==> config.mk <==
export PLATFORM = sky130hd
export DESIGN_NAME = tbase40_top
export DESIGN_NICKNAME = d
export VERILOG_FILES = /design/src/rtl/tbase40_pkg.sv /design/src/rtl/tbase40_bus_decode.sv /design/src/rtl/tbase40_run_ctrl.sv /design/src/rtl/tbase40_count_core.sv /design/src/rtl/tbase40_read_seq.sv /design/src/rtl/tbase40_top.sv
export SDC_FILE = /design/constraint.sdc
export NUM_CORES = 1
export LEC_CHECK = 0
export ABC_AREA = 1
export BUFFER_PORTS_ARGS = -buffer_cell sky130_fd_sc_hd__buf_4
export CAP_MARGIN = 20
export CORE_AREA = 2 2 89 91
export DETAILED_ROUTE_END_ITERATION = 8
export DIE_AREA = 0 0 91 93
export GPL_ROUTABILITY_DRIVEN = 0
export PLACE_DENSITY_LB_ADDON = 0.15
export SYNTH_ARGS = -nofsm -noshare
export SYNTH_HDL_FRONTEND = slang
export SYNTH_SLANG_ARGS = --single-unit
==> constraint.sdc <==
create_clock -name clk -period 1.8 [get_ports clk]
set_input_delay 0.18 -clock clk [delete_from_list [all_inputs] [get_ports clk]]
set_output_delay 0.18 -clock clk [all_outputs]
set_load 0.01 [all_outputs]
==> src/rtl/tbase40_pkg.sv <==
package tbase40_pkg;

    typedef enum logic {
        CNT_HALT = 1'b0,
        CNT_RUN  = 1'b1
    } run_state_t;

    typedef enum logic {
        SEQ_LIVE = 1'b0,
        SEQ_SNAP = 1'b1
    } seq_state_t;

    typedef struct packed {
        logic rd_lo;
        logic rd_hi;
        logic rd_other;
        logic wr_hi;
    } bus_op_t;

endpackage

==> src/rtl/tbase40_bus_decode.sv <==
module tbase40_bus_decode
    import tbase40_pkg::*;
#(
    parameter int                ADDR_W = 8,
    parameter logic [ADDR_W-1:0] LO_OFS = 8'h60,
    parameter logic [ADDR_W-1:0] HI_OFS = 8'h64
) (
    input  logic              clk,
    input  logic              rst_n,
    input  logic              sel,
    input  logic              wr,
    input  logic [ADDR_W-1:0] addr,
    output bus_op_t           op
);

    logic hit_lo;
    logic hit_hi;

    always_comb begin
        hit_lo      = (addr == LO_OFS);
        hit_hi      = (addr == HI_OFS);
        op.rd_lo    = sel && !wr && hit_lo;
        op.rd_hi    = sel && !wr && hit_hi;
        op.rd_other = sel && !wr && !hit_lo && !hit_hi;
        op.wr_hi    = sel && wr && hit_hi;
    end

    // at most one decoded strobe per cycle
    assert_one_strobe_R9: assert property (@(posedge clk) disable iff (!rst_n)
        $onehot0({op.rd_lo, op.rd_hi, op.rd_other, op.wr_hi}));

    // a write never decodes as any read
    assert_write_not_read_R9: assert property (@(posedge clk) disable iff (!rst_n)
        (sel && wr) |-> !(op.rd_lo || op.rd_hi || op.rd_other));

endmodule

==> src/rtl/tbase40_run_ctrl.sv <==
module tbase40_run_ctrl
    import tbase40_pkg::*;
(
    input  logic clk,
    input  logic rst_n,
    input  logic wr_hi,
    input  logic wr_bit,
    output logic run
);

    run_state_t state_q;
    run_state_t state_d;

    always_ff @(posedge clk) begin
        if (!rst_n) state_q <= CNT_HALT;
        else        state_q <= state_d;
    end

    always_comb begin
        state_d = state_q;
        unique case (state_q)
            CNT_HALT: if (wr_hi && wr_bit)  state_d = CNT_RUN;
            CNT_RUN:  if (wr_hi && !wr_bit) state_d = CNT_HALT;
            default:  state_d = CNT_HALT;
        endcase
    end

    always_comb begin
        run = (state_q == CNT_RUN);
    end

    // a high-word write sets the run state from the written enable bit
    assert_enable_write_R4: assert property (@(posedge clk) disable iff (!rst_n)
        wr_hi |=> (run == $past(wr_bit)));

    // without a high-word write the run state does not move
    assert_run_stable_R4: assert property (@(posedge clk) disable iff (!rst_n)
        !wr_hi |=> $stable(run));

endmodule

==> src/rtl/tbase40_count_core.sv <==
module tbase40_count_core #(
    parameter int               CNT_W     = 40,
    parameter int               SEG_W     = 8,
    parameter logic [CNT_W-1:0] RST_COUNT = '0
) (
    input  logic             clk,
    input  logic             rst_n,
    input  logic             run,
    input  logic             tick,
    output logic [CNT_W-1:0] count
);

    localparam int NSEG = CNT_W / SEG_W;

    logic [CNT_W-1:0] count_q;
    logic [CNT_W-1:0] count_d;
    logic             step;

    always_comb begin
        step = run && tick;
    end

    // segmented increment: each segment adds the carry that ripples from below
    always_comb begin
        logic carry;
        carry   = step;
        count_d = count_q;
        for (int g = 0; g < NSEG; g++) begin
            count_d[g*SEG_W +: SEG_W] = count_q[g*SEG_W +: SEG_W] + {{(SEG_W-1){1'b0}}, carry};
            carry = carry && (&count_q[g*SEG_W +: SEG_W]);
        end
    end

    always_ff @(posedge clk) begin
        if (!rst_n) count_q <= RST_COUNT;
        else        count_q <= count_d;
    end

    always_comb begin
        count = count_q;
    end

    // one step per enabled tick, wrapping modulo 2**CNT_W
    assert_step_one_R2: assert property (@(posedge clk) disable iff (!rst_n)
        (run && tick) |=> (count_q == $past(count_q) + CNT_W'(1)));

    // no tick, no change
    assert_no_tick_hold_R2: assert property (@(posedge clk) disable iff (!rst_n)
        !tick |=> $stable(count_q));

    // halted counter holds
    assert_halt_hold_R3: assert property (@(posedge clk) disable iff (!rst_n)
        !run |=> $stable(count_q));

    // all ones steps to zero
    assert_wrap_zero_R8: assert property (@(posedge clk) disable iff (!rst_n)
        (run && tick && (&count_q)) |=> (count_q == '0));

endmodule

==> src/rtl/tbase40_read_seq.sv <==
module tbase40_read_seq
    import tbase40_pkg::*;
#(
    parameter int DATA_W = 32,
    parameter int HI_W   = 8,
    parameter int EN_BIT = 8
) (
    input  logic              clk,
    input  logic              rst_n,
    input  bus_op_t           op,
    input  logic [DATA_W-1:0] count_lo,
    input  logic [HI_W-1:0]   count_hi,
    input  logic              run,
    output logic [DATA_W-1:0] rdata
);

    seq_state_t        state_q;
    seq_state_t        state_d;
    logic [HI_W-1:0]   shadow_q;
    logic [HI_W-1:0]   hi_sel;
    logic [DATA_W-1:0] hi_word;
    logic [DATA_W-1:0] rdata_q;

    always_ff @(posedge clk) begin
        if (!rst_n) state_q <= SEQ_LIVE;
        else        state_q <= state_d;
    end

    always_comb begin
        state_d = state_q;
        unique case (state_q)
            SEQ_LIVE: if (op.rd_lo) state_d = SEQ_SNAP;
            SEQ_SNAP: if (op.rd_hi) state_d = SEQ_LIVE;
            default:  state_d = SEQ_LIVE;
        endcase
    end

    always_comb begin
        hi_sel          = (state_q == SEQ_SNAP) ? shadow_q : count_hi;
        hi_word         = '0;
        hi_word[HI_W-1:0] = hi_sel;
        hi_word[EN_BIT] = run;
    end

    always_ff @(posedge clk) begin
        if (!rst_n) begin
            rdata_q  <= '0;
            shadow_q <= '0;
        end else if (op.rd_lo) begin
            rdata_q  <= count_lo;
            shadow_q <= count_hi;
        end else if (op.rd_hi) begin
            rdata_q  <= hi_word;
        end else if (op.rd_other) begin
            rdata_q  <= '0;
        end
    end

    always_comb begin
        rdata = rdata_q;
    end

    // a low-word read arms the snapshot with the upper byte of that cycle
    assert_capture_R7: assert property (@(posedge clk) disable iff (!rst_n)
        op.rd_lo |=> ((state_q == SEQ_SNAP) && (shadow_q == $past(count_hi))));

    // the high read after a capture returns the shadow and disarms
    assert_snap_return_R7: assert property (@(posedge clk) disable iff (!rst_n)
        (op.rd_hi && (state_q == SEQ_SNAP)) |=>
            ((rdata_q[HI_W-1:0] == $past(shadow_q)) && (state_q == SEQ_LIVE)));

    // reserved high-word bits read as zero
    assert_hi_reserved_R6: assert property (@(posedge clk) disable iff (!rst_n)
        op.rd_hi |=> (rdata_q[DATA_W-1:EN_BIT+1] == '0));

    // unmapped reads return zero
    assert_other_zero_R9: assert property (@(posedge clk) disable iff (!rst_n)
        op.rd_other |=> (rdata_q == '0));

    // read data holds until the next read
    assert_rdata_hold_R5: assert property (@(posedge clk) disable iff (!rst_n)
        !(op.rd_lo || op.rd_hi || op.rd_other) |=> $stable(rdata_q));

endmodule

==> src/rtl/tbase40_top.sv <==
module tbase40_top
    import tbase40_pkg::*;
#(
    parameter int                 CNT_W     = 40,
    parameter int                 DATA_W    = 32,
    parameter int                 ADDR_W    = 8,
    parameter int                 SEG_W     = 8,
    parameter int                 EN_BIT    = 8,
    parameter logic [ADDR_W-1:0]  LO_OFS    = 8'h60,
    parameter logic [ADDR_W-1:0]  HI_OFS    = 8'h64,
    parameter logic [CNT_W-1:0]   RST_COUNT = '0
) (
    input  logic              clk,
    input  logic              rst_n,
    input  logic              tick_en,
    input  logic              bus_sel,
    input  logic              bus_wr,
    input  logic [ADDR_W-1:0] bus_addr,
    input  logic [DATA_W-1:0] bus_wdata,
    output logic [DATA_W-1:0] bus_rdata
);

    localparam int HI_W = CNT_W - DATA_W;

    bus_op_t          op;
    logic             run;
    logic [CNT_W-1:0] count;
    logic             wdata_unused;

    assign wdata_unused = ^bus_wdata;

    tbase40_bus_decode #(
        .ADDR_W (ADDR_W),
        .LO_OFS (LO_OFS),
        .HI_OFS (HI_OFS)
    ) decode_i (
        .clk   (clk),
        .rst_n (rst_n),
        .sel   (bus_sel),
        .wr    (bus_wr),
        .addr  (bus_addr),
        .op    (op)
    );

    tbase40_run_ctrl run_i (
        .clk    (clk),
        .rst_n  (rst_n),
        .wr_hi  (op.wr_hi),
        .wr_bit (bus_wdata[EN_BIT]),
        .run    (run)
    );

    tbase40_count_core #(
        .CNT_W     (CNT_W),
        .SEG_W     (SEG_W),
        .RST_COUNT (RST_COUNT)
    ) core_i (
        .clk   (clk),
        .rst_n (rst_n),
        .run   (run),
        .tick  (tick_en),
        .count (count)
    );

    tbase40_read_seq #(
        .DATA_W (DATA_W),
        .HI_W   (HI_W),
        .EN_BIT (EN_BIT)
    ) seq_i (
        .clk      (clk),
        .rst_n    (rst_n),
        .op       (op),
        .count_lo (count[DATA_W-1:0]),
        .count_hi (count[CNT_W-1:DATA_W]),
        .run      (run),
        .rdata    (bus_rdata)
    );

    // a high-word write never changes the count in the same step beyond one tick
    assert_write_no_load_R4: assert property (@(posedge clk) disable iff (!rst_n)
        (op.wr_hi && !tick_en) |=> $stable(count));

endmodule

==> flow_metrics.py <==
metrics = {
    "detailed_routing": {
        "vias_per_cell": 4.97,
        "wl_per_cell_microns": 12.5,
        "vias": 3322,
        "drt_iter0_drc": 111,
        "final_antenna_net_count": 0,
        "first_pass_iters": 5,
        "wl_microns": 8360,
        "drc": 0,
    },
    "sta": {
        "hold_viol": 0,
        "slew_violations": 0,
        "fin_ws_ns": -0.115,
        "finalSetupViolCount": 11,
        "fin_skew_ns": 0.00769,
        "fmax_mhz": 522,
        "fin_crit_ns": 1.91,
        "fin_crit_sh_pct": 106,
        "whs_ns": 0.117,
        "tightest_slew_ns": 0.442,
        "rsz0062_at_grt": "true",
        "slew_headroom_pct": 70.5,
        "fin_setup_tns_ns": -0.673,
    },
    "placed_design": {
        "dp_cells": 645,
        "dp_hpwl_microns": 5780,
        "pre_cts_slack_ns": -0.132,
        "port_buffers": 45,
    },
    "cts": {
        "numCtsBuffers": 9,
        "path_clk_slew_ns": 0.08,
        "cts.sinks": 82,
        "clk_path_buf_depth": 2,
        "h-tree-depth": 3,
        "root_buffer": "clkbuf_8",
        "cts_tree": "yes",
        "worstSkewPairLatency_ns": 0.35,
    },
    "critical_path": {
        "end_kind": "flop",
        "crit_type": "flop to flop",
        "r2r_cells": 13,
        "crit_fanout": 3,
        "cp_top_family": "simple AND/OR/NAND/NOR gates",
        "regToRegEndpoint": "core_i.count[30]$_SDFF_PN0_",
        "crit_chain": "nand4_1 -> nor3_2 -> nand3_2 -> buf_6 -> inv_4 -> ha_4 -> ha_4 -> nand2_2 -> inv_2 -> nand2_2 -> nor2_2 -> nand3b_1 -> a21oi_1",
        "start_kind": "flop",
        "worstPathArrival_ns": 2.20,
        "required_ns": 2.08,
        "crit_slowest_cell": "dfxtp_2",
        "r2r_setup_slack_ns": -0.11,
        "crit_buf_inv": 3,
        "crit_path_max_incr_delay_ns": 0.33,
        "reg2reg_from": "core_i.count[0]$_SDFF_PN0_",
    },
    "floorplanning": {
        "core_area_sq_mm": 0.00753,
        "ios": 77,
        "die_x_microns": 91,
        "start_util_pct": 48.1,
        "fp-row-count": 32,
        "fp.dieH_microns": 93,
        "die_area_sq_mm": 0.00846,
    },
    "yosys": {
        "ys_seq_elements": 82,
        "synth.avg_cell_area_sq_um": 7.56,
        "yosysSeqAreaShare_pct": 45.3,
        "syn_nets": 534,
        "syn_area_sq_mm": 0.00362,
        "synthCells": 479,
        "synth.distinct_cells": 28,
        "ys_warn_count": 0,
    },
    "status": {
        "violations": "setup timing",
        "outcome": "finished, violations left",
    },
    "grt": {
        "grt.overflow.total": 0,
        "grt_pass1_wl_microns": 13700,
        "gr-usage-all-layers_pct": 20.0,
        "grt_pass1_vias": 3015,
        "grt_max_degree": 33,
        "antenna_found_initial": 0,
    },
    "hold_path": {
        "min_path_cells": 3,
        "hold_start": "bus_wdata[8]",
        "hold_path.class": "input port to flop",
    },
    "final_layout": {
        "areaGrowthSynthToFinish_pct": 31.9,
        "antenna_cells": 0,
        "multi_input_area_sq_mm": 0.00185,
        "fin_nets": 617,
        "fill_cells": 671,
        "drive_above_1_share_pct": 30.7,
        "stdcell_count": 669,
        "regArea_sq_mm": 0.00165,
    },
    "power": {
        "leakage_nw": 2.05,
        "design_power_total_mw": 3.27,
        "p_per_area_mw_per_mm2": 684,
        "peakVddDrop_uv": 496,
    },
    "job": {
        "cap_viol_max_count": 0,
    },
}
-- state kept, by name, indices dropped and copies added, names as in the netlist, named ones only --
signal / flops
core_i.count: 40
seq_i.rdata: 32
seq_i.shadow_q: 8
seq_i.state_q: 1
-- cell usage in the layout (no fill, tap or decap), drive strengths merged --
cell    Yosys  final
a21oi      47     47
a31oi       4      4
and2        1      1
buf        21     98
bufinv      0      1
clkbuf      5     11
clkinv      0      4
dfxtp      82     82
ha         10     10
inv        47     47
nand2     112    112
nand3      70     70
nand3b      1      1
nand4       9      9
nor2       35     35
nor3       10     10
o21ai      17     17
o31ai       1      1
or3         1      1
xnor2       3      3
xor2        3      3
-- through the flow --
step           instance area [sq um]  util, %
2_1_floorplan                   3620        -
3_3_place_gp                    4280     56.9
3_5_place_dp                    4280     56.9
4_1_cts                         4590     61.0
5_1_grt                         4780     63.4
6_report                        4780     63.4
-- worst max-delay path by stage --
stage	endpoint	cells after the start	startpoint	slack [ns]
3_5_place_dp	core_i.count[38]$_SDFF_PN0_	12	core_i.count[14]$_SDFF_PN0_	-0.13
4_1_cts	core_i.count[38]$_SDFF_PN0_	12	core_i.count[0]$_SDFF_PN0_	-0.14
3_3_place_gp	core_i.count[30]$_SDFF_PN0_	13	core_i.count[6]$_SDFF_PN0_	-0.08
2_1_floorplan	core_i.count[38]$_SDFF_PN0_	13	core_i.count[5]$_SDFF_PN0_	0.06
6_report	core_i.count[30]$_SDFF_PN0_	13	core_i.count[0]$_SDFF_PN0_	-0.11
5_1_grt	core_i.count[38]$_SDFF_PN0_	12	core_i.count[2]$_SDFF_PN0_	-0.28
-- repair_timing --
item | CTS | global route
resized for setup | 31 | 37
setup endpoints to repair | 7 | 18
cloned | 0 | 0
hold buffers | 0 | 0
pin swaps | 8 | 21
buffers inserted | 2 | 7
-- area by class of cell --
cell class | count | share of cell area [%]
multi-input cells | 324 | 38.8
flip-flops and latches | 82 | 34.6
repair buffers | 98 | 16.1
inverters | 47 | 3.75
clock buffers | 11 | 2.96
well taps | 102 | 2.67
clock inverters | 5 | 1.13
-- routing by layer --
layer / global-route usage [%] / part of all wire (%)
met1: 25.8 / 47
met5: 0 / 0
met4: 7.70 / 1.6
met2: 34.0 / 48
met3: 2.74 / 3.2
-- report_power, final --
part	internal, mW	switching (mW)
clock network	0.675	0.654
logic	0.0401	0.0872
registers	1.81	0.000113
total	2.53	0.741
-- worst register-to-register path, stage by stage, from the launching register on --
cell,delay (ns)
dfxtp_2,0.33
nand4_1,0.12
nor3_2,0.30
nand3_2,0.15
buf_6,0.15
inv_4,0.05
ha_4,0.15
ha_4,0.14
nand2_2,0.04
inv_2,0.06
nand2_2,0.07
nor2_2,0.09
nand3b_1,0.08
a21oi_1,0.13
-- synthesized netlist by cell type --
cell type  count  area (sq um)
nor2_2         4          25.0
nand3b_1       1          7.51
ha_1          10           125
clkbuf_1       5          18.8
nand3_2        8          80.1
buf_6          3          33.8
xnor2_1        3          26.3
o21ai_0       17          85.1
buf_2         13          65.1
nor2_8         1          20.0
or3_1          1          6.26
a21oi_1       47           235
dfxtp_1       82          1640
nor2_1        30           113
inv_1         46           173
buf_4          4          30.0
nor3_1         9          45.0
nand2_1      110           413
buf_12         1          20.0
a31oi_1        4          25.0
and2_1         1          6.26
nor3_2         1          10.0
nand2_2        2          12.5
xor2_1         3          26.3
nand3_1       62           310
inv_2          1          3.75
o31ai_1        1          7.51
nand4_1        9          56.3
-- cells by family (layout without fill, tap and decap cells) --
group                    count (synthesis)  in the layout  share of synthesized area (%)
AND/OR/NAND/NOR                        239            239                           30.5
flip-flops                              82             82                           45.3
buffers and inverters                   73            161                           9.50
AO/OA/AOI/OAI                           69             69                           9.74
adder cells (fa/ha/maj)                 10             10                           3.46
XOR/XNOR                                 6              6                           1.45
(Power assumes the default switching activity.)
